===== src/rtl/uart_regs_pkg.sv =====
package uart_regs_pkg;

  // Register offsets inside the window (byte addresses)
  localparam int unsigned OFS_DATA   = 32'h00;
  localparam int unsigned OFS_DATA_B = 32'h03;
  localparam int unsigned OFS_STAT   = 32'h04;
  localparam int unsigned OFS_CTRL   = 32'h08;
  localparam int unsigned OFS_SCAL   = 32'h0C;
  localparam int unsigned OFS_DBG    = 32'h10;

  // Control bit positions
  localparam int CB_RX_ON  = 0;
  localparam int CB_TX_ON  = 1;
  localparam int CB_RX_IRQ = 2;
  localparam int CB_TX_IRQ = 3;

  // Status bit positions
  localparam int SB_HAVE_BYTE = 0;
  localparam int SB_SHIFT_IDL = 1;
  localparam int SB_TXQ_IDLE  = 2;
  localparam int SB_RXQ_FULL  = 10;

  typedef enum logic [2:0] {
    SEL_NONE,
    SEL_DATA,
    SEL_STAT,
    SEL_CTRL,
    SEL_SCAL,
    SEL_DBG
  } reg_sel_e;

endpackage


===== src/rtl/uart_rx_store.sv =====
module uart_rx_store #(
  parameter int DEPTH = 16,
  parameter int DW    = 8,
  localparam int IW   = (DEPTH > 1) ? $clog2(DEPTH) : 1,
  localparam int CW   = $clog2(DEPTH + 1)
) (
  input  logic          clk,
  input  logic          rst_n,
  input  logic          push_i,
  input  logic [DW-1:0] din_i,
  input  logic          pop_i,
  output logic [DW-1:0] dout_o,
  output logic [CW-1:0] fill_o,
  output logic          full_o,
  output logic          empty_o
);

  logic [DW-1:0] mem_q [DEPTH];
  logic [IW-1:0] rd_q, rd_n;
  logic [CW-1:0] fill_q, fill_n;
  logic          pop_eff;
  logic          drain_last;
  logic [IW-1:0] wr_idx;

  assign empty_o = (rd_q == IW'(0)) && (fill_q == CW'(0));
  assign full_o  = (fill_q == CW'(DEPTH));
  assign fill_o  = fill_q;

  assign pop_eff    = pop_i && (fill_q != CW'(0));
  assign drain_last = pop_eff && ((CW'(rd_q) + CW'(1)) == fill_q);
  assign wr_idx     = drain_last ? IW'(0) : IW'(fill_q);

  always_comb begin
    rd_n   = rd_q;
    fill_n = fill_q;
    if (drain_last) begin
      rd_n   = IW'(0);
      fill_n = push_i ? CW'(1) : CW'(0);
    end else begin
      if (pop_eff) rd_n = rd_q + IW'(1);
      if (push_i)  fill_n = fill_q + CW'(1);
    end
  end

  always_ff @(posedge clk or negedge rst_n) begin
    if (!rst_n) begin
      rd_q   <= '0;
      fill_q <= '0;
    end else begin
      rd_q   <= rd_n;
      fill_q <= fill_n;
    end
  end

  always_ff @(posedge clk) begin
    if (push_i) mem_q[wr_idx] <= din_i;
  end

  assign dout_o = (fill_q == CW'(0)) ? '0 : mem_q[rd_q];

  AST_FLUSH: assert property (@(posedge clk) disable iff (!rst_n)
    (drain_last && !push_i) |=> (fill_q == CW'(0) && rd_q == IW'(0)));
  AST_NO_OVERFLOW: assert property (@(posedge clk) disable iff (!rst_n)
    fill_q <= CW'(DEPTH));
  AST_FULL_HOLD: assert property (@(posedge clk) disable iff (!rst_n)
    (full_o && !pop_i) |=> full_o);

endmodule


===== src/rtl/uart_tx_irq.sv =====
module uart_tx_irq #(
  parameter int DW = 8
) (
  input  logic          clk,
  input  logic          rst_n,
  input  logic          wr_data_i,
  input  logic [DW-1:0] byte_i,
  input  logic          tx_on_i,
  input  logic          tx_irq_on_i,
  input  logic          rx_stored_i,
  input  logic          rx_irq_on_i,
  output logic          tx_valid_o,
  output logic [DW-1:0] tx_data_o,
  output logic          irq_o
);

  logic          send;
  logic          valid_n, irq_n;
  logic [DW-1:0] data_q;
  logic          valid_q, irq_q;

  assign send    = wr_data_i && tx_on_i;
  assign valid_n = send;
  assign irq_n   = (send && tx_irq_on_i) || (rx_stored_i && rx_irq_on_i);

  always_ff @(posedge clk or negedge rst_n) begin
    if (!rst_n) begin
      valid_q <= 1'b0;
      irq_q   <= 1'b0;
    end else begin
      valid_q <= valid_n;
      irq_q   <= irq_n;
    end
  end

  always_ff @(posedge clk or negedge rst_n) begin
    if (!rst_n)    data_q <= '0;
    else if (send) data_q <= byte_i;
  end

  assign tx_valid_o = valid_q;
  assign tx_data_o  = data_q;
  assign irq_o      = irq_q;

  AST_TX_BYTE: assert property (@(posedge clk) disable iff (!rst_n)
    (wr_data_i && tx_on_i) |=> (tx_valid_o && tx_data_o == $past(byte_i)));
  AST_IRQ_SRC: assert property (@(posedge clk) disable iff (!rst_n)
    irq_o |-> $past(tx_irq_on_i || rx_irq_on_i));

endmodule


===== src/rtl/apb_uart_regs.sv =====
module apb_uart_regs
  import uart_regs_pkg::*;
#(
  parameter int DEPTH  = 16,
  parameter int ADDR_W = 5,
  localparam int DW    = 8,
  localparam int CW    = $clog2(DEPTH + 1)
) (
  input  logic              clk,
  input  logic              rst_n,
  input  logic              psel,
  input  logic              penable,
  input  logic              pwrite,
  input  logic [ADDR_W-1:0] paddr,
  input  logic [31:0]       pwdata,
  output logic [31:0]       prdata,
  output logic              pready,
  output logic              pslverr,
  input  logic [DW-1:0]     rx_data,
  input  logic              rx_valid,
  output logic              rx_ready,
  output logic [DW-1:0]     tx_data,
  output logic              tx_valid,
  output logic              irq
);

  reg_sel_e      sel;
  logic          access;
  logic          wr_ctrl, wr_data, rd_data;
  logic [31:0]   ctrl_q, ctrl_n;
  logic [31:0]   status;
  logic          rx_store;
  logic [DW-1:0] head;
  logic [CW-1:0] fill;
  logic          full, empty;

  always_comb begin
    unique case (int'(paddr))
      OFS_DATA, OFS_DATA_B: sel = SEL_DATA;
      OFS_STAT:             sel = SEL_STAT;
      OFS_CTRL:             sel = SEL_CTRL;
      OFS_SCAL:             sel = SEL_SCAL;
      OFS_DBG:              sel = SEL_DBG;
      default:              sel = SEL_NONE;
    endcase
  end

  assign access  = psel && penable;
  assign wr_ctrl = access && pwrite && (sel == SEL_CTRL);
  assign wr_data = access && pwrite && (sel == SEL_DATA);
  assign rd_data = access && !pwrite && (sel == SEL_DATA);

  assign pready  = 1'b1;
  assign pslverr = 1'b0;

  // control word
  assign ctrl_n = wr_ctrl ? pwdata : ctrl_q;
  always_ff @(posedge clk or negedge rst_n) begin
    if (!rst_n) ctrl_q <= '0;
    else        ctrl_q <= ctrl_n;
  end

  assign rx_ready = !full;
  assign rx_store = rx_valid && rx_ready && ctrl_q[CB_RX_ON];

  uart_rx_store #(.DEPTH(DEPTH), .DW(DW)) i_rx_store (
    .clk     (clk),
    .rst_n   (rst_n),
    .push_i  (rx_store),
    .din_i   (rx_data),
    .pop_i   (rd_data),
    .dout_o  (head),
    .fill_o  (fill),
    .full_o  (full),
    .empty_o (empty)
  );

  uart_tx_irq #(.DW(DW)) i_tx_irq (
    .clk         (clk),
    .rst_n       (rst_n),
    .wr_data_i   (wr_data),
    .byte_i      (pwdata[DW-1:0]),
    .tx_on_i     (ctrl_q[CB_TX_ON]),
    .tx_irq_on_i (ctrl_q[CB_TX_IRQ]),
    .rx_stored_i (rx_store),
    .rx_irq_on_i (ctrl_q[CB_RX_IRQ]),
    .tx_valid_o  (tx_valid),
    .tx_data_o   (tx_data),
    .irq_o       (irq)
  );

  always_comb begin
    status               = '0;
    status[SB_HAVE_BYTE] = !empty;
    status[SB_SHIFT_IDL] = 1'b1;
    status[SB_TXQ_IDLE]  = 1'b1;
    status[SB_RXQ_FULL]  = full;
  end

  always_comb begin
    prdata = '0;
    unique case (sel)
      SEL_DATA: prdata = {{(32-DW){1'b0}}, head};
      SEL_STAT: prdata = status;
      SEL_CTRL: prdata = ctrl_q;
      default:  prdata = '0;
    endcase
  end

  AST_RX_GATED: assert property (@(posedge clk) disable iff (!rst_n)
    (rx_valid && !ctrl_q[CB_RX_ON] && !rd_data) |=> (fill == $past(fill)));
  AST_TX_GATED: assert property (@(posedge clk) disable iff (!rst_n)
    tx_valid |-> $past(ctrl_q[CB_TX_ON]));
  AST_CTRL_HOLD: assert property (@(posedge clk) disable iff (!rst_n)
    !wr_ctrl |=> $stable(ctrl_q));

endmodule


===== config.mk =====
export PLATFORM = sky130hd
export DESIGN_NAME = apb_uart_regs
export DESIGN_NICKNAME = d
export VERILOG_FILES = /design/src/rtl/uart_regs_pkg.sv /design/src/rtl/uart_rx_store.sv /design/src/rtl/uart_tx_irq.sv /design/src/rtl/apb_uart_regs.sv
export SDC_FILE = /design/constraint.sdc
export NUM_CORES = 1
export LEC_CHECK = 0
export CAP_MARGIN = 20
export CORE_MARGIN = 2
export CORE_UTILIZATION = 68
export CTS_CLUSTER_SIZE = 10
export DETAILED_ROUTE_END_ITERATION = 12
export DONT_BUFFER_PORTS = 1
export PLACE_DENSITY_LB_ADDON = 0.1
export SYNTH_ARGS = -nofsm -noshare
export SYNTH_HDL_FRONTEND = slang
export SYNTH_HIERARCHICAL = 1
export SYNTH_SLANG_ARGS = --single-unit

===== constraint.sdc =====
create_clock -name clk -period 7.25 [get_ports clk]
set_input_delay 0.725 -clock clk [delete_from_list [all_inputs] [get_ports clk]]
set_output_delay 0.725 -clock clk [all_outputs]
set_load 0.03 [all_outputs]

# Word level (Yosys, flattened, before mapping)
# Memory sizes are Yosys's and may differ from the RTL's.
# Cells that the tools add are included.
# classes
addsub	3
n_eq_ne	10
muxes	11
reduce_logical	25
# ops
cell	count
$pmux 32 s3	1
$pmux 3 s5	1
$logic_and 1x1->1	14
$mux 4	3
$eq 5x4->1 const B	2
$eq 5x5->1 const B	2
$logic_not 5->1	2
$mux 5	2
$mux 8	1
$eq 3x2->1 const B	2
$add 4x1->5 const B	1
$add 5x1->5 const B	1
$eq 5x2->1 const B	1
$eq 5x3->1 const B	1
$eq 5x5->1	1
$reduce_bool 5->1	1
$add 4x1->4 const B	1
$logic_not 4->1	1
$reduce_bool 2->1	2
$eq 3x1->1 const B	1
$logic_not 1->1	3
$mux 1	3
$reduce_or 2->1	1
$logic_or 1x1->1	1
# word_totals
ff_bits	51
ram_bits	128
inputBits	51
output_inout_bits	45
n_memories	1
# mem_list
memory	depth	word_bits	read_ports	rd_clocked_by_memory_dff	write_ports	line_no	text
i_rx_store.mem_q	16	8	1	0	1	uart_rx_store.sv:18	logic [DW-1:0] mem_q [DEPTH];

# Depth between registers and ports, before layout
# logic_depth
depth_word	8
ltp_mapped	11
ltp_nobuf	9

# Hierarchy
# The synthesis kept the hierarchy.
# by_module_without_submodules
mod	n_inst	cells_per_inst	area_per_inst_um2	seq_area_each_um2
uart_rx_store	1	328	5840.6	4068.9
apb_uart_regs	1	121	1570.3	800.8
uart_tx_irq	1	21	365.4	250.2

# Least setup slack after synthesis
# Ideal clock, no wire load.
# synth_timing
kind	register -> register
startpoint	reg i_rx_store.rd_q[1]
endpoint	mem i_rx_store.mem_q[1][0] (enable)
setup_time_ps	395
arrival_ps	2643
t_required_ps	6855
slack_ps	4212
stages_incl_launch_ff	10
period_less_slack_ps	3038
cell_sequence	dfrtp_1 buf_2 buf_2 inv_1 clkbuf_1 ha_1 xnor2_1 nand4_4 nor4_4 nor4_1
# synth_between
elab_chain_cells	4
# synth_rtl
element	line_no	text
start: declaration	uart_rx_store.sv:19	logic [IW-1:0] rd_q, rd_n;
start signal: assignment	uart_rx_store.sv:50	rd_q <= rd_n;
$add 4x1->5	uart_rx_store.sv:30	assign drain_last = pop_eff && ((CW'(rd_q) + CW'(1)) == fill_q);
$eq 5x5->1	uart_rx_store.sv:30	
$logic_and 1x1->1	uart_rx_store.sv:30	
$mux 4	uart_rx_store.sv:31	assign wr_idx = drain_last ? IW'(0) : IW'(fill_q);
end: declaration	uart_rx_store.sv:18	
# No other way between the ends.

# Worst setup path in the final report
# layout_timing
startpoint	reg i_rx_store.rd_q[0]
endpoint	out prdata[4]
# layout_between
elab_chain_cells	3
# layout_rtl
element	line_no	text
$mem_v2 16x8	-	
$mux 8	uart_rx_store.sv:59	assign dout_o = (fill_q == CW'(0)) ? '0 : mem_q[rd_q];
via head[4]	apb_uart_regs.sv:33	logic [DW-1:0] head;
$pmux 32 s3	apb_uart_regs.sv:102	unique case (sel)
end: declaration	apb_uart_regs.sv:16	output logic [31:0] prdata,
# The timed path passes the listed nets, and every way through them passes these cells.

==> summary.md <==
| Metric | Value |
|---|---|
| Worst path cell trace | `buf_4 > inv_1 > a2111oi_0 > o22ai_1 > a22o_1` |
| Synthesized flop and latch total | `179` |
| Least-Margin Pin Slew | `1070 ps` |
| Tot Pwr | `2.28 mW` |
| Place WS | `3720 ps` |
| Post-synth top flop | `edfxtp_1` |
| Largest fanout on the critical path | `37` |
| Top-area cell type share of the netlist area | `0.494` |
| Port Buf Inserts | `0` |
| DR iter-0 viols | `547` |
| Unrepaired setup endpoints after global routing | `false` |
| DRC errors left | `0` |
| Worst path max stage delay | `640 ps` |
| Final #Nets | `527` |
| Antenna Nets Post-Route | `0` |
| Core area | `11300 um2` |
| Crit path DAT | `2890 ps` |
| Static leakage | `3.09 nW` |
| # hold bufs at CTS | `1` |
| Fin Setup TNS | `0 ps` |
| Max_cap viols | `0` |
| Post-synth top cells | `128 x edfxtp_1, 51 x dfrtp_1, 49 x mux2_2, 28 x and2_1, 24 x mux4_2` |
| Hold/Removal Path Class | `input pin to asynchronous set/reset pin` |
| Most common cell in the netlist | `edfxtp_1` |
| I/O pin count | `96` |
| Area leader, netlist | `edfxtp_1` |
| Tcrit/Tclk final | `0.499` |
| Number of iterations in the first detailed-routing pass | `5` |
| Vias in the first global route | `4133` |
| Crit path kind | `register to output port` |
| Cell area after layout | `8440 um2` |
| Starting Density | `0.690` |
| Power Dens Cells | `270 nW/um2` |
| Grt total ovfl | `0` |
| Share of cells above drive strength 1 | `0.272` |
| Final WS setup | `3630 ps` |
| Post-synth EDFFs | `128` |
| Num CTS Buffers | `17` |
| FP Rows | `39` |
| FF-to-FF setup slack | `3780 ps` |
| Post-CTS Setup Bufs | `0` |
| Final hold vios | `0` |
| Syn-to-layout area delta | `8.56%` |
| Maximum clock path buffer count | `2` |
| CTS tree | `built` |
| Worst skew pair latency | `430 ps` |
| Worst setup EP type | `output port` |
| GP Congestion | `0.930` |
| H-tree Lvls | `4` |
| Share of synthesized registers carrying an async set or reset | `0.285` |
| Initial antenna violation count | `0` |
| Placed Area | `7790 um2` |
| Clock transition at the registers of the reported paths | `70 ps` |
| Via count | `4210` |
| Via-to-Cell Ratio | `6.70` |
| Die area | `12300 um2` |
| Max_slew headroom | `0.281` |
| Clock Root Buffer | `clkbuf_16` |
| Per-cell routed wire length | `25.1 um` |
| Setup violators final | `0` |
| Gate Count Post-Synth | `470` |
| Critical path launch point type | `register` |
| Sequential share of the synthesized area | `0.658` |
| Slew Limit Fails | `0` |
| CTS Sinks | `179` |
| Detailed placement HPWL | `10400 um` |
| Ant. Diodes | `0` |
| Largest net degree at the start of global routing | `52` |
| Mapped cell area | `7780 um2` |
| First-pass GRT wire length | `24100 um` |
| Outcome | `completed` |
| Max Freq | `0.276 GHz` |
| Yosys cell types | `54` |
| Worst ir drop on vdd | `0.201 mV` |
| Final min period | `3620 ps` |
| Yosys warning count | `6` |
| Post-synthesis net count | `525` |
| Slowest-stage cell, CP | `a2111oi_0` |
| Final WL | `15700 um` |
| Die H | `111 um` |
| Post-CTS resize count | `0` |
| Clock skew | `6.08 ps` |
| CP required | `6520 ps` |
| Total track usage | `0.269` |
| Largest cells by area after synthesis | `edfxtp_1 49%, dfrtp_1 16%, mux2_2 7.1%` |
| Die width | `111 um` |
| Post-Syn Area per Cell | `16.5 um2` |
==> layer usage <==
metal | global-route usage | vias to the layer above | share of wire
li1 | - | 1819 | -
met1 | 0.393 | 2095 | 0.42
met3 | 0.0640 | 36 | 0.089
met4 | 0.116 | 0 | 0.030
met5 | 0 | - | 0
met2 | 0.396 | 260 | 0.47
==> worst max-delay path: cells and delay by family, from the launching register on <==
kind / cells / cell delay (ps)
AO/OA/AOI/OAI: 3 / 1280
buffers and inverters: 2 / 850
flip-flops: 1 / 320
==> logic make-up after synthesis <==
| logic type | Yosys count | synth area share |
|---|---|---|
| other | 2 | 0.000966 |
| and+or+nand+nor | 98 | 0.0779 |
| xor gates and xnor gates | 12 | 0.0135 |
| AOI/OAI and AO/OA | 43 | 0.0431 |
| adders and majority gates | 4 | 0.00644 |
| muxes | 93 | 0.167 |
| DFF | 179 | 0.658 |
| buffers and inverters | 39 | 0.0331 |
==> layout by cell type, fill, tap and decap left out, types with 5 or more instances in the layout <==
cell,instances
o22ai_1,8
mux2i_1,18
xor2_1,6
mux2_2,49
nor2_1,12
nand2_1,11
buf_2,5
xnor2_1,6
o221ai_1,7
dfrtp_1,51
clkbuf_16,17
buf_4,9
mux4_2,24
edfxtp_1,128
nor3_1,13
inv_1,7
inv_6,5
and2_1,28
nand3_1,10
a22o_1,6
==> sequential cells by signal, summed over array words and instances (netlist names) <==
| register | count |
|---|---|
| i_rx_store/mem_q | 128 |
| ctrl_q | 32 |
| i_tx_irq/tx_data_o | 8 |
| i_rx_store/fill_o | 5 |
| i_rx_store/rd_q | 4 |
| i_tx_irq/irq_o | 1 |
| i_tx_irq/tx_valid_o | 1 |
==> report_power, final <==
group          internal [mW]  total, mW  switching [mW]
Clock                  0.517      0.909           0.392
Combinational         0.0931      0.220           0.127
Sequential              1.13       1.15          0.0272
Total                   1.74       2.28           0.546
==> layout make-up <==
class / instances / area [um2]
fillers: 672 / 2830
repair buffers: 15 / 120
inverters: 7 / 26.3
well taps: 143 / 179
multi-input cells: 252 / 2400
clock inverters: 15 / 173
flip-flops and latches: 179 / 5120
clock buffers: 17 / 425
==> path summary, 6_finish.rpt <==
path                                                 from                          endpoint  depth (start not counted)
max                        i_rx_store/rd_q[0]$_DFFE_PN0P_                         prdata[4]                          5
min                                                 rst_n            ctrl_q[21]$_DFFE_PN0P_                          1
max reg2reg                i_rx_store/rd_q[0]$_DFFE_PN0P_  i_rx_store/mem_q[4][4]$_DFFE_PP_                          8
min reg2reg                        ctrl_q[14]$_DFFE_PN0P_            ctrl_q[14]$_DFFE_PN0P_                          1
max in group asynchronous                           rst_n             ctrl_q[7]$_DFFE_PN0P_                          1
min in group clk                               rx_data[0]  i_rx_store/mem_q[0][0]$_DFFE_PP_                          0
==> through the flow <==
step,utilization,hold WS [ps],instances
final,0.749,141,628
after global routing,0.749,155,628
after CTS,0.747,142,623
after detailed placement,0.691,430,590
after global placement,0.691,430,590
after floorplan,-,429,470
(Power assumes the default switching activity.)
